===== src/rtl/rx_addr_filter_pkg.sv =====
// Shared types for the receive stream address filter.
package rx_addr_filter_pkg;
    typedef enum logic {
        MODE_DOMAIN = 1'b0,
        MODE_EXACT  = 1'b1
    } match_mode_e;

    localparam logic [1:0] POL_OPEN  = 2'd0;
    localparam logic [1:0] POL_STRIP = 2'd3;
endpackage


===== src/rtl/raf_addr_reg.sv =====
// Address register with bus access.
// Holds the match value and mode. A write is taken when device select and
// receiver reset are both low and the direction is write. Read data is driven
// only during a read access. Assumes the access lines are synchronous to clk.
module raf_addr_reg
    import rx_addr_filter_pkg::*;
#(
    parameter int CHAR_W = 10
) (
    input  logic              clk,
    input  logic              rst_n,
    input  logic              dev_sel_n,
    input  logic              rx_rst_n,
    input  logic              acc_rd,
    input  logic              acc_exact,
    input  logic [CHAR_W-1:0] bus_wdata,
    output logic [CHAR_W-1:0] addr_value,
    output match_mode_e       addr_mode,
    output logic              reg_written,
    output logic [CHAR_W-1:0] bus_rdata,
    output logic              bus_rmode,
    output logic              bus_oe
);
    logic acc_live;
    logic wr_access;

    // Decode an access window and its direction.
    always_comb begin
        acc_live  = !dev_sel_n && !rx_rst_n;
        wr_access = acc_live && !acc_rd;
    end

    // Load the register on write, promiscuous value on reset.
    always_ff @(posedge clk) begin
        if (!rst_n) begin
            addr_value <= '1;
            addr_mode  <= MODE_DOMAIN;
        end else if (wr_access) begin
            addr_value <= bus_wdata;
            addr_mode  <= acc_exact ? MODE_EXACT : MODE_DOMAIN;
        end
    end

    // Tell the pass tracker that the register was replaced.
    always_comb reg_written = wr_access;

    // Drive read data only while a read access is open.
    always_comb begin
        bus_oe    = acc_live && acc_rd;
        bus_rdata = bus_oe ? addr_value : '0;
        bus_rmode = bus_oe ? (addr_mode == MODE_EXACT) : 1'b0;
    end

    AST_REG_LOADS: assert property (@(posedge clk) disable iff (!rst_n)
        (rst_n && wr_access) |=> (addr_value == $past(bus_wdata)));
endmodule


===== src/rtl/raf_matcher.sv =====
// Address comparator.
// Domain mode hits when any register bit is shared with the address. Exact
// mode hits on full equality. Purely combinational.
module raf_matcher
    import rx_addr_filter_pkg::*;
#(
    parameter int CHAR_W = 10
) (
    input  logic [CHAR_W-1:0] chr_value,
    input  logic [CHAR_W-1:0] addr_value,
    input  match_mode_e       addr_mode,
    output logic              addr_hit,
    output logic              promisc
);
    logic [CHAR_W-1:0] domain_hits;

    genvar gi;
    generate
        for (gi = 0; gi < CHAR_W; gi++) begin : g_domain
            // One group bit shared by address and register.
            assign domain_hits[gi] = chr_value[gi] & addr_value[gi];
        end
    endgenerate

    // Pick the match rule for the current mode.
    always_comb begin
        if (addr_mode == MODE_EXACT) addr_hit = (chr_value == addr_value);
        else                         addr_hit = |domain_hits;
        promisc = (addr_mode == MODE_DOMAIN) && (&addr_value);
    end
endmodule


===== src/rtl/raf_pass_track.sv =====
// Sticky pass/inhibit state.
// Opens on a matching address and closes on a missing one. It closes when the
// register is rewritten and opens on reset, when the promiscuous value is
// loaded.
module raf_pass_track (
    input  logic clk,
    input  logic rst_n,
    input  logic reg_written,
    input  logic addr_evt,
    input  logic addr_hit,
    output logic pass_open
);
    // Track whether data characters may be forwarded.
    always_ff @(posedge clk) begin
        if (!rst_n)           pass_open <= 1'b1;
        else if (reg_written) pass_open <= 1'b0;
        else if (addr_evt)    pass_open <= addr_hit;
    end

    AST_MISS_CLOSES: assert property (@(posedge clk) disable iff (!rst_n)
        (rst_n && addr_evt && !addr_hit && !reg_written) |=> !pass_open);
endmodule


===== src/rtl/rx_addr_filter.sv =====
// Receive stream address filter, top level.
// Gates FIFO writes of received characters using address characters in the
// stream. Filtering applies only with the FIFO path on, a nonzero policy and a
// non-promiscuous register. Characters under receiver reset are ignored. The
// write enable is registered, one cycle after the character.
module rx_addr_filter
    import rx_addr_filter_pkg::*;
#(
    parameter int CHAR_W = 10
) (
    input  logic              clk,
    input  logic              rst_n,
    input  logic              chr_valid,
    input  logic [CHAR_W-1:0] chr_value,
    input  logic              chr_is_addr,
    input  logic              fifo_enabled,
    input  logic [1:0]        policy,
    input  logic              dev_sel_n,
    input  logic              rx_rst_n,
    input  logic              acc_rd,
    input  logic              acc_exact,
    input  logic [CHAR_W-1:0] bus_wdata,
    output logic [CHAR_W-1:0] bus_rdata,
    output logic              bus_rmode,
    output logic              bus_oe,
    output logic              fifo_we,
    output logic [CHAR_W-1:0] fifo_data,
    output logic              fifo_is_addr
);
    logic [CHAR_W-1:0] addr_value;
    match_mode_e       addr_mode;
    logic              reg_written;
    logic              addr_hit;
    logic              promisc;
    logic              pass_open;
    logic              ch_live;
    logic              filtering;
    logic              addr_evt;
    logic              take;

    raf_addr_reg #(.CHAR_W(CHAR_W)) u_reg (
        .clk         (clk),
        .rst_n       (rst_n),
        .dev_sel_n   (dev_sel_n),
        .rx_rst_n    (rx_rst_n),
        .acc_rd      (acc_rd),
        .acc_exact   (acc_exact),
        .bus_wdata   (bus_wdata),
        .addr_value  (addr_value),
        .addr_mode   (addr_mode),
        .reg_written (reg_written),
        .bus_rdata   (bus_rdata),
        .bus_rmode   (bus_rmode),
        .bus_oe      (bus_oe)
    );

    raf_matcher #(.CHAR_W(CHAR_W)) u_match (
        .chr_value  (chr_value),
        .addr_value (addr_value),
        .addr_mode  (addr_mode),
        .addr_hit   (addr_hit),
        .promisc    (promisc)
    );

    raf_pass_track u_pass (
        .clk         (clk),
        .rst_n       (rst_n),
        .reg_written (reg_written),
        .addr_evt    (addr_evt),
        .addr_hit    (addr_hit),
        .pass_open   (pass_open)
    );

    // Decide whether the current character is accepted.
    always_comb begin
        ch_live   = chr_valid && rx_rst_n;
        filtering = fifo_enabled && (policy != POL_OPEN) && !promisc;
        addr_evt  = ch_live && chr_is_addr && filtering;
        if (!ch_live)         take = 1'b0;
        else if (!filtering)  take = 1'b1;
        else if (chr_is_addr) take = addr_hit && (policy != POL_STRIP);
        else                  take = pass_open;
    end

    // Register the FIFO write and its data.
    always_ff @(posedge clk) begin
        if (!rst_n) begin
            fifo_we      <= 1'b0;
            fifo_data    <= '0;
            fifo_is_addr <= 1'b0;
        end else begin
            fifo_we      <= take;
            fifo_data    <= chr_value;
            fifo_is_addr <= chr_is_addr;
        end
    end

    AST_WE_FOLLOWS_VALID: assert property (@(posedge clk) disable iff (!rst_n)
        fifo_we |-> $past(chr_valid));
    AST_RXRST_SILENT: assert property (@(posedge clk) disable iff (!rst_n)
        (rst_n && !rx_rst_n) |=> !fifo_we);
    AST_STRIP_ADDR: assert property (@(posedge clk) disable iff (!rst_n)
        (rst_n && addr_evt && policy == POL_STRIP) |=> !fifo_we);
    AST_PROMISC_TAKES: assert property (@(posedge clk) disable iff (!rst_n)
        (rst_n && promisc && chr_valid && rx_rst_n) |=> fifo_we);
endmodule


===== config.mk =====
export PLATFORM = sky130hd
export DESIGN_NAME = rx_addr_filter
export DESIGN_NICKNAME = d
export VERILOG_FILES = /design/src/rtl/rx_addr_filter_pkg.sv /design/src/rtl/raf_addr_reg.sv /design/src/rtl/raf_matcher.sv /design/src/rtl/raf_pass_track.sv /design/src/rtl/rx_addr_filter.sv
export SDC_FILE = /design/constraint.sdc
export NUM_CORES = 1
export LEC_CHECK = 0
export BUFFER_PORTS_ARGS = -buffer_cell sky130_fd_sc_hd__buf_4
export CORE_MARGIN = 2
export CORE_UTILIZATION = 44
export DETAILED_ROUTE_END_ITERATION = 8
export PLACE_DENSITY = 0.78
export SYNTH_ARGS = -nofsm -noshare
export SYNTH_HDL_FRONTEND = slang
export SYNTH_SLANG_ARGS = --single-unit

===== constraint.sdc =====
create_clock -name clk -period 2.3 [get_ports clk]
set_clock_uncertainty 0.1 [all_clocks]
set_input_delay 0.345 -clock clk [delete_from_list [all_inputs] [get_ports clk]]
set_output_delay 0.345 -clock clk [all_outputs]
set_load 0.005 [all_outputs]

==> flow_metrics.tcl <==
set metrics [dict create \
    status "complete, no violations" \
    core-area_sq_um 2276 \
    cp.arrival_ps 2100 \
    cts_max_path_buffers 2 \
    ys_async_sr_fraction_pct 0 \
    drive_gt1_share_pct 35.26 \
    holdPathStages 3 \
    period_share_pct 85.24 \
    synth_area_sq_um 1082 \
    drt-total-wl_mm 2.564 \
    yosysSeqAreaShare_pct 44.39 \
    clk_pin_slew_ps 130 \
    insertion_delay_ps 300 \
    min_path_type "input port to flop" \
    drv_slew 0 \
    io_buffers 54 \
    rsz0062_at_grt "false" \
    grt_max_degree 25 \
    crit_fanout 4 \
    critPathCaptureType "flop" \
    crit_path_start_kind "flop" \
    routed_via_density 5.085 \
    critical_path_required_ps 2440 \
    synth_top_family_by_area "simple AND/OR/NAND/NOR gates" \
    hold_viol 0 \
    htreeDepth 1 \
    cap_violations 0 \
    start_util_pct 47.55 \
    synth-xor-area-share_pct 0 \
    syn-num-nets 160 \
    drc 0 \
    whs_ps 134.5 \
    io_pins 55 \
    cts_tree "built" \
    path_class "flop to flop" \
    yosys.area_share.adder_pct 11.56 \
    cts_buffers 3 \
    fmax_ghz 0.5101 \
    grt_pass1_wl_mm 4.222 \
    dr.pass1.iters 6 \
    synth_top_cell_by_area "dfxtp_1" \
    rrSetupSlack_ps 340 \
    cts.repair.resized 0 \
    syn2layout_area_growth_pct 42.43 \
    synth_area_per_cell_sq_um 9.095 \
    antenna_cells 0 \
    p_per_area_nw_per_um2 510.6 \
    rows 17 \
    synth_top_area_share_pct 44.39 \
    die_h_microns 53.60 \
    gp_congestion 0.7543 \
    syn_inst 119 \
    synthSimpleGateAreaFrac_pct 36.99 \
    rr_endpoint "fifo_we" \
    max_slew_margin_pct 73.49 \
    antenna_found_initial 0 \
    root_buffer "clkbuf_4" \
    synth_compound_area_share_pct 5.318 \
    postCtsHoldBufs 0 \
    p_leak_nw 0.7539 \
    reg2reg_from "u_reg.addr_value[7]" \
    synth.top_cells.by_area "dfxtp_1, and2_1, ha_1" \
    dieArea_sq_um 2872 \
    tightest_slew_ps 397.6 \
    setup_slack_ps 339.6 \
    synth_edf_count 0 \
    place_hpwl_mm 2.066 \
    period_minus_slack_ps 1960 \
    final_net_count 216 \
    grtUsageTotal_pct 20.35 \
    synth_common_cells "dfxtp_1, nand2_1, and2_1" \
    post-cts-setup-buffers 0 \
    synthFlopType "dfxtp_1" \
    fillers 186 \
    synth_mux_area_share_pct 0 \
    grt_overflow 0 \
    ir_worst_vdd_mv 0.3249 \
    tns_ps 0 \
    wl_per_cell_microns 12.76 \
    die_w_microns 53.60 \
    p_total_w 0.0007871 \
    antenna_left 0 \
    worstHoldStart "bus_wdata[1]" \
    min_to "u_reg.addr_value[1]" \
    setup_viol 0 \
    drt_iter0_drc 8 \
    vias 1022 \
    synthDistinctLibCells 23 \
    reg2reg_depth 5 \
    final_core_util_pct 67.73 \
    grt_pass1_vias 978 \
    cts_sinks 24 \
    place_ws_ps 221.8 \
    synth-seq-cells 24 \
    synth_warnings 0 \
]
-- sequential cells by signal, indices dropped and copies added (netlist names) --
signal / flops
fifo_data: 10
u_reg.addr_value: 10
fifo_is_addr: 1
fifo_we: 1
u_pass.pass_open: 1
u_reg.addr_mode: 1
-- routing by layer --
layer	vias to the layer above	wire length, microns	global-route usage (%)
li1	519	-	-
met1	455	1029	24.44
met2	44	1316	35.39
met3	4	184	2.778
met4	0	34	10.26
met5	-	0	0
-- report_power, final --
| group | switching, W | total [W] | internal [W] |
|---|---|---|---|
| clock | 0.000119 | 0.000180 | 0.0000611 |
| sequential | 0.0000146 | 0.000452 | 0.000438 |
| combinational | 0.0000619 | 0.000155 | 0.0000931 |
| total | 0.000195 | 0.000787 | 0.000592 |
-- cells by family (layout without fill, tap and decap cells) --
group | after synthesis | count (layout)
simple gates | 74 | 74
flops | 24 | 24
fa+ha+maj | 10 | 10
compound gates | 6 | 6
buf+inv | 5 | 59
-- per-stage QoR --
stage / std cells / instance area [sq um]
after floorplan: 119 / 1082
after global routing: 201 / 1541
final: 201 / 1541
after global placement: 198 / 1519
after CTS: 201 / 1541
after detailed placement: 198 / 1519
-- layout by cell type (no fill, tap or decap) --
cell,instances
or4_4,1
nand4_1,2
dfxtp_1,24
a21oi_1,1
and2_1,22
o21ai_1,1
nand2b_1,1
nand2_1,24
and4_1,1
nand3_1,12
or4_1,1
nor3_1,2
o41ai_4,1
a31oi_1,2
or3_1,1
buf_4,56
a21boi_1,1
and4b_1,1
nor4_1,2
nand3b_1,1
clkbuf_4,3
and3_1,2
nor3b_1,1
ha_1,10
-- worst max path at each step --
stage	depth (start not counted)	slack (ps)	to	startpoint
after floorplan	5	450	fifo_we	chr_value[7]
after global placement	6	290	fifo_we	chr_value[7]
after detailed placement	6	220	fifo_we	chr_value[7]
after CTS	5	320	fifo_we	u_reg.addr_value[7]
after global routing	5	250	fifo_we	u_reg.addr_value[7]
final	5	340	fifo_we	u_reg.addr_value[7]
-- cell type report --
cell class	count	area (sq um)	share of cell area [%]
timing repair buffer	56	420.4	27.27
sequential	24	480.5	31.17
tap	28	35.03	2.273
multi-input combinational	90	583.1	37.82
clock buffer	3	22.52	1.461
-- worst max-delay path: stages, from the launching register on --
cell     delay, ps
dfxtp_1        400
ha_1           250
or4_4          550
o41ai_4        310
nand4_1        130
a31oi_1        150
Note: power is estimated with default switching activity, not from simulation.
